===== config.mk =====
export PLATFORM = sky130hd
export DESIGN_NAME = bistable_trip
export DESIGN_NICKNAME = d
export VERILOG_FILES = /design/src/rtl/btrip_pkg.sv /design/src/rtl/btrip_compare.sv /design/src/rtl/btrip_confirm.sv /design/src/rtl/btrip_fault_gate.sv /design/src/rtl/bistable_trip.sv
export SDC_FILE = /design/constraint.sdc
export NUM_CORES = 1
export LEC_CHECK = 0
export CORE_ASPECT_RATIO = 0.6
export CORE_MARGIN = 1.5
export CORE_UTILIZATION = 42
export DETAILED_ROUTE_END_ITERATION = 16
export GPL_TIMING_DRIVEN = 0
export PLACE_DENSITY = 0.71
export SYNTH_ARGS = -nofsm -noshare
export SYNTH_HDL_FRONTEND = slang
export SYNTH_SLANG_ARGS = --single-unit

===== constraint.sdc =====
create_clock -name clk -period 9.6 [get_ports clk]
set_input_delay 1.92 -clock clk [delete_from_list [all_inputs] [get_ports clk]]
set_output_delay 1.92 -clock clk [all_outputs]
set_load 0.01 [all_outputs]

===== src/rtl/btrip_pkg.sv =====
package btrip_pkg;
  typedef enum logic {
    TRIP_ACTIVE = 1'b0,
    TRIP_NORMAL = 1'b1
  } trip_lvl_e;

  typedef struct packed {
    logic chan;
    logic modl;
    logic invalid;
  } fault_t;
endpackage


===== src/rtl/btrip_compare.sv =====
module btrip_compare #(
  parameter int VAL_W = 16
) (
  input  logic signed [VAL_W-1:0] val,
  input  logic signed [VAL_W-1:0] setpoint,
  input  logic signed [VAL_W-1:0] hyst,
  input  logic                    prev_trip,
  output logic                    cond
);
  localparam int EXT_W = VAL_W + 1;

  logic signed [EXT_W-1:0] val_x;
  logic signed [EXT_W-1:0] sp_x;
  logic signed [EXT_W-1:0] hy_x;
  logic signed [EXT_W-1:0] thr_held;
  logic signed [EXT_W-1:0] thr;

  always_comb begin
    val_x    = EXT_W'(val);
    sp_x     = EXT_W'(setpoint);
    hy_x     = EXT_W'(hyst);
    thr_held = sp_x + hy_x;
    // previous comparison trip selects the release threshold
    thr      = prev_trip ? thr_held : sp_x;
    cond     = (val_x >= thr);
  end
endmodule


===== src/rtl/btrip_confirm.sv =====
module btrip_confirm #(
  parameter int CNT_W = 8
) (
  input  logic             clk,
  input  logic             rst_n,
  input  logic             step,
  input  logic             cond,
  input  logic [CNT_W-1:0] delay,
  output logic             reached
);
  logic [CNT_W-1:0] cnt_q;
  logic [CNT_W-1:0] cnt_d;
  logic             run_q;

  always_comb begin
    if (cond && run_q) begin
      cnt_d = (cnt_q >= delay) ? cnt_q : cnt_q + 1'b1;
    end else begin
      cnt_d = '0;
    end
    reached = cond && (cnt_d >= delay);
  end

  always_ff @(posedge clk or negedge rst_n) begin
    if (!rst_n) begin
      cnt_q <= '0;
      run_q <= 1'b0;
    end else if (step) begin
      cnt_q <= cnt_d;
      run_q <= cond;
    end
  end

  // a running count never wraps back to zero
  a_r7_no_wrap: assert property (@(posedge clk) disable iff (!rst_n)
    (step && cond && run_q && cnt_q != '0) |=> (cnt_q != '0));

  // a non-qualifying sample clears the count
  a_r5_clear_on_drop: assert property (@(posedge clk) disable iff (!rst_n)
    (step && !cond) |=> (cnt_q == '0 && !run_q));
endmodule


===== src/rtl/btrip_fault_gate.sv =====
module btrip_fault_gate
  import btrip_pkg::*;
(
  input  logic   clk,
  input  logic   rst_n,
  input  logic   step,
  input  logic   logic_trip,
  input  fault_t faults,
  output logic   trip_n
);
  trip_lvl_e lvl_q;
  trip_lvl_e lvl_d;

  always_comb begin
    if (logic_trip || faults.chan || faults.modl || faults.invalid) begin
      lvl_d = TRIP_ACTIVE;
    end else begin
      lvl_d = TRIP_NORMAL;
    end
  end

  always_ff @(posedge clk or negedge rst_n) begin
    if (!rst_n) begin
      lvl_q <= TRIP_NORMAL;
    end else if (step) begin
      lvl_q <= lvl_d;
    end
  end

  assign trip_n = (lvl_q == TRIP_NORMAL);

  // any fault on an accepted sample trips at once
  a_r8_fault_forces: assert property (@(posedge clk) disable iff (!rst_n)
    (step && (faults.chan || faults.modl || faults.invalid)) |=> !trip_n);

  // output holds between accepted samples
  a_r2_hold_idle: assert property (@(posedge clk) disable iff (!rst_n)
    !step |=> $stable(trip_n));
endmodule


===== src/rtl/bistable_trip.sv =====
module bistable_trip
  import btrip_pkg::*;
#(
  parameter int VAL_W = 16,
  parameter int CNT_W = 8
) (
  input  logic                    clk,
  input  logic                    rst_n,
  input  logic                    s_valid,
  output logic                    s_ready,
  input  logic signed [VAL_W-1:0] proc_val,
  input  logic                    val_ok,
  input  logic                    chan_fault,
  input  logic                    mod_fault,
  input  logic                    op_bypass,
  input  logic signed [VAL_W-1:0] setpoint,
  input  logic signed [VAL_W-1:0] hyst,
  input  logic [CNT_W-1:0]        confirm_cnt,
  output logic                    trip_n
);
  logic   step;
  logic   cond;
  logic   reached;
  logic   logic_trip;
  logic   prev_trip_q;
  fault_t faults;

  assign s_ready = 1'b1;
  assign step    = s_valid;

  btrip_compare #(.VAL_W(VAL_W)) u_cmp (
    .val       (proc_val),
    .setpoint  (setpoint),
    .hyst      (hyst),
    .prev_trip (prev_trip_q),
    .cond      (cond)
  );

  btrip_confirm #(.CNT_W(CNT_W)) u_tmr (
    .clk     (clk),
    .rst_n   (rst_n),
    .step    (step),
    .cond    (cond),
    .delay   (confirm_cnt),
    .reached (reached)
  );

  assign logic_trip = reached && !op_bypass;

  always_ff @(posedge clk or negedge rst_n) begin
    if (!rst_n) begin
      prev_trip_q <= 1'b0;
    end else if (step) begin
      prev_trip_q <= logic_trip;
    end
  end

  always_comb begin
    faults.chan    = chan_fault;
    faults.modl    = mod_fault;
    faults.invalid = !val_ok;
  end

  btrip_fault_gate u_gate (
    .clk        (clk),
    .rst_n      (rst_n),
    .step       (step),
    .logic_trip (logic_trip),
    .faults     (faults),
    .trip_n     (trip_n)
  );

  // healthy sample in bypass never trips
  a_r9_bypass_masks: assert property (@(posedge clk) disable iff (!rst_n)
    (step && op_bypass && val_ok && !chan_fault && !mod_fault) |=> trip_n);

  // bypass leaves no stored comparison trip behind
  a_r9_prev_clear: assert property (@(posedge clk) disable iff (!rst_n)
    (step && op_bypass) |=> !prev_trip_q);
endmodule


Yosys cells after proc, flatten, opt, wreduce, memory -nomap -nowiden
Index checks and enable logic that the tools add are counted.

operators by class
  mux-type cells = 4
  reductions and logical operators = 8
  add/subtract/negate cells = 2
  $lt $le $gt $ge = 3

operator list
  cell                                                            count
  16-bit by 16-bit adder with 17-bit output                       1
  16-bit by 17-bit greater-or-equal comparator with 1-bit output  1
  17-bit 2-to-1 mux                                               1
  8-bit greater-or-equal comparator                               2
  8-bit 2-to-1 mux                                                2
  8-bit by 1-bit adder with 8-bit output, second input constant   1
  1-bit logical AND                                               3
  1-bit logical OR                                                3
  1-bit logical NOT                                               2
  1-bit 2-to-1 mux                                                1

word-level totals
  flip-flop bits (word level) = 11
  word-level logic and storage cells = 21

Depth between registers and ports, before layout
  depth after elaboration = 12
  gate-level depth with buffers = 24
  depth with buffers taken out = 23

By module
From an unflattened synthesis, not the netlist that was laid out.

unflattened totals
  cells, all modules = 297
  area total of the unflattened synthesis = 2419.8 µm²

by module, submodules not included
  module            area each (µm²)  instances  seq. area each (µm²)  cells an instance
  btrip_compare     1323.8           1          0.0                   172
  btrip_confirm     983.4            1          225.2                 116
  bistable_trip     68.8             1          25.0                  6
  btrip_fault_gate  43.8             1          26.3                  3

Worst setup path before layout
Ideal clock, no wire load.

  path type = input to register
  start = input setpoint[4]
  end = register prev_trip_q
  required time = 9.481 ns
  buffers on the path = 0
  setup slack = 3.596 ns
  library setup time = 0.119 ns
  stages on the path = 21
  data arrival time = 5.885 ns
  path through = ha_1 > a21o_1 > a2111o_1 > o2bb2ai_2 > o211ai_1 > a21o_1 > a31o_1 > ha_1 > nand4_1 > nor4_1 > inv_1 > o211a_1 > nand2_1 > nand3_1 > ha_1 > nand2b_1 > a2111oi_0 > o21bai_1 > a21oi_1 > a21oi_1 > o21a_1

on the way
  longest elaborated chain between the ends = 8

RTL lines
  element                                                             RTL line             text
  start: declaration                                                  bistable_trip.sv:16  input logic signed [VAL_W-1:0] setpoint,
  16-bit by 16-bit adder with 17-bit output                           btrip_compare.sv:22  thr_held = sp_x + hy_x;
  17-bit 2-to-1 mux (*)                                               btrip_compare.sv:24  thr = prev_trip ? thr_held : sp_x;
  16-bit by 17-bit greater-or-equal comparator with 1-bit output (*)  btrip_compare.sv:25  cond = (val_x >= thr);
  1-bit logical AND                                                   btrip_confirm.sv:16  if (cond && run_q) begin
  8-bit 2-to-1 mux                                                    btrip_confirm.sv:16
  8-bit greater-or-equal comparator                                   btrip_confirm.sv:21  reached = cond && (cnt_d >= delay);
  1-bit logical AND (*)                                               btrip_confirm.sv:21
  1-bit logical AND (*)                                               bistable_trip.sv:48  assign logic_trip = reached && !op_bypass;
  end signal: assignment                                              bistable_trip.sv:54  prev_trip_q <= logic_trip;
  end: declaration                                                    bistable_trip.sv:25  logic prev_trip_q;

Mark *: on every way between the ends. The rest lies on a longest branch, timed or not.
A chain may end at the register's enable or synchronous reset.

Worst setup path in the final report
  start = input setpoint[0]
  end = register prev_trip_q

on the way
  longest elaborated chain between the ends = 8

RTL lines
  element                                                             RTL line             text
  16-bit by 16-bit adder with 17-bit output                           btrip_compare.sv:22
  17-bit 2-to-1 mux (*)                                               btrip_compare.sv:24
  16-bit by 17-bit greater-or-equal comparator with 1-bit output (*)  btrip_compare.sv:25
  1-bit logical AND (*)                                               btrip_confirm.sv:16
  8-bit 2-to-1 mux (*)                                                btrip_confirm.sv:16
  net u_tmr.cnt_d[1]                                                  btrip_confirm.sv:12  logic [CNT_W-1:0] cnt_d;
  8-bit greater-or-equal comparator (*)                               btrip_confirm.sv:21
  1-bit logical AND (*)                                               btrip_confirm.sv:21
  1-bit logical AND (*)                                               bistable_trip.sv:48

The timed path passes the listed nets; every way through them passes the cells marked *.

==> run metrics <==
synth warn 0; crit-path cells clkdlybuf4s50_1 -> ha_1 -> inv_1 -> fa_1 -> nor2b_1 -> o2111ai_1 -> a21boi_1 -> o21ai_1 -> and4_1 -> nor3_1 -> ha_1 -> a21oi_1 -> o21ai_0 -> a211oi_1 -> o211ai_2 -> o21ai_1 -> buf_2 -> nor2_1 -> ha_1 -> a2111oi_0 -> o21bai_1 -> a21oi_1 -> a21oi_1 -> o21a_1; Reg clk slew, reported paths 0.05 ns; Clock power frac 14.5%; Distinct cells, synth 52; critical path type in -> reg; Hold Path Class reg -> reg; Cell Area, Synth 0.00244 mm2; DRC marker count from the first detailed-route iteration 132; post-synth top area share 25.7%; DRT Wirelength 6560 um; Final Hold Vio Count 0; Die Area 0.00628 mm2; Total GRT Usage 21.8%; post-cts hold buffer count 0; P_leak 1.47 nW; Startpoint Class input port; Layout Nets 499; fin crit period 7.21 ns; Mapped Cells 317; area grow syn2layout 31.8%; largest net degree at the start of global routing 12; fmax 139 MHz; unrepaired setup endpoints after global routing no; CTS Buffer Depth 2; Vias 2554; Avg Inst Size Synth 7.69 um2; Wirelength per Cell 14.1 um; CP Buf/Inv Count 3; I/O pins 65; Crit path largest cell delay 0.49 ns; ANT nets after route 0; PortBufs 63; Synth area leader ha_1; Synth area leaders ha_1 26%, dfrtp_1 10%, mux2i_1 4.9%; TritonCTS Buffers 3; syn nets 431; most frequent cells in the layout 63 x clkdlybuf4s50_1, 50 x ha_1, 28 x nor2_1; setup TNS 0 ns; endpoint class of the critical path flip-flop; Combinational Power Share 66.1%; gpl congestion 0.859; Vias/cell 5.50; delay-heaviest family, CP compound AO/OA/AOI/OAI gates; Sequential Power Share 19.4%; Critical Path RT 9.73 ns; Setup Viol. Count Final 0; total of max-cap violations 0; Fill cells 516; postcts setup bufs 0; Pint 0.187 mW; core area 0.00560 mm2; Slowest-stage cell, CP clkdlybuf4s50_1; CTS tree built; maximum vdd drop 0.0000569 V; PwrDens 101 mW/mm2; Die Y-Extent 62.0 um; skew final 0.00505 ns; PostCTS Resize Cnt 0; share of cells above drive strength 1 4.17%; CTS sink count 11; first-pass GRT wire length 10800 um; switch share 42.7%; commonest non-fill, non-tap cell in the layout clkdlybuf4s50_1; crit path DAT 7.34 ns; Die Wd 101 um; ys flop type dfrtp_1; ys async rst share 100%; sequential share of the synthesized area 11.3%; Root Buffer clkbuf_8; status finished clean; drt first pass iters 5; Switch Pwr 0.139 mW; initial antenna violation count 0; hpwl dp 5650 um; gr ovfl total 0; Yosys reg bits 11; diode count 0; htree depth 1; vias in the first global route 2263; clk_lat worst skew 0.24 ns; Initial Utilization 43.6%; Final period util 75.1%; row count 21; Post-synth EDFFs 0; final setup margin 2.39 ns; Max Slew Vio Count 0; Critical Path Fanout Max 10; Place WS 2.23 ns; Slew headroom 61.9%; DRC viols 0; Worst Tran Pin Value 0.571 ns
flip-flops by register name (all words and copies together) (netlist names):
signal / flops
u_gate.trip_n: 1
u_tmr.cnt_q: 8
u_tmr.run_q: 1
prev_trip_q: 1
cell usage after synthesis (2+ instances only):
library cell,number
and4_1,4
o21a_1,5
o211ai_1,2
nand4_1,5
nor3_1,9
buf_2,3
a2111oi_0,2
o21bai_1,3
and3_1,6
mux2i_1,12
a21oi_1,23
mux2_2,2
nand3_1,12
o21ai_1,13
and2_1,2
dfrtp_1,10
nand2b_1,4
xor2_1,10
ha_1,50
a21o_1,7
nor2b_1,8
nor2_1,28
clkbuf_1,4
nand2_1,25
o21ai_0,9
inv_1,21
a211oi_1,2
nor4_1,3
xnor2_1,10
routing by layer:
| layer | vias up | track usage, % | wire [um] |
|---|---|---|---|
| met5 | - | 0 | 0 |
| met2 | 93 | 32.1 | 2540 |
| li1 | 1294 | - | - |
| met4 | 0 | 2.58 | 63 |
| met3 | 10 | 3.69 | 519 |
| met1 | 1157 | 34.0 | 3440 |
power groups by stage:
stage	logic, mW	clock network (mW)	registers, mW
floorplan	0.146	0	0.0612
global placement	0.207	0	0.0631
global route	0.243	0.0525	0.0648
detailed placement	0.213	0	0.0642
CTS	0.215	0.0476	0.0634
finish	0.216	0.0473	0.0633
per-stage QoR:
step	util (%)	cells	hold slack [ns]	area [um2]	total power, mW
final	57.4	464	0.531	3210	0.326
after global routing	57.4	464	0.550	3210	0.360
after CTS	57.4	464	0.533	3210	0.326
after detailed placement	56.6	460	0.523	3170	0.277
after global placement	56.6	460	0.509	3170	0.270
after floorplan	-	317	0.481	2440	0.207
worst register-to-register path: stages, from the launching register on:
cell	delay, ns
dfrtp_1	0.43
clkbuf_1	0.48
buf_2	0.41
mux2i_1	0.23
ha_1	0.26
a21oi_1	0.19
o21ai_0	0.11
a211oi_1	0.48
o211ai_2	0.20
o21ai_1	0.18
buf_2	0.26
nor2_1	0.10
ha_1	0.27
a2111oi_0	0.41
o21bai_1	0.19
a21oi_1	0.26
a21oi_1	0.10
o21a_1	0.13
cell type report:
| class | count | area, um2 | area share [%] |
|---|---|---|---|
| Inverter | 22 | 82.6 | 2.57 |
| Tap cell | 80 | 100 | 3.12 |
| Timing Repair Buffer | 63 | 631 | 19.6 |
| Clock buffer | 4 | 45.0 | 1.40 |
| Buffer | 8 | 37.5 | 1.17 |
| Multi-Input combinational cell | 276 | 2040 | 63.5 |
| Sequential cell | 11 | 277 | 8.61 |
final timing paths:
path / startpoint / endpoint / slack, ns / depth (start not counted)
hold / removal: u_tmr.run_q / u_tmr.run_q / 0.53 / 1
hold reg to reg: u_tmr.run_q / u_tmr.run_q / 0.53 / 1
max in group asynchronous: rst_n / u_gate.trip_n / 7.20 / 1
setup / recovery: setpoint[0] / prev_trip_q / 2.39 / 24
min in group asynchronous: rst_n / u_tmr.cnt_q[0] / 2.03 / 1
setup reg to reg: prev_trip_q / prev_trip_q / 4.79 / 17
kinds of logic after synthesis:
family / synth area share [%]
and+or+nand+nor: 21.7
AOI/OAI and AO/OA: 22.3
adders and majority gates: 26.5
buffers and inverters: 4.93
xor gates and xnor gates: 7.19
muxes: 5.85
DFF: 11.3
other: 0.154
Note: power is estimated with default switching activity, not from simulation.
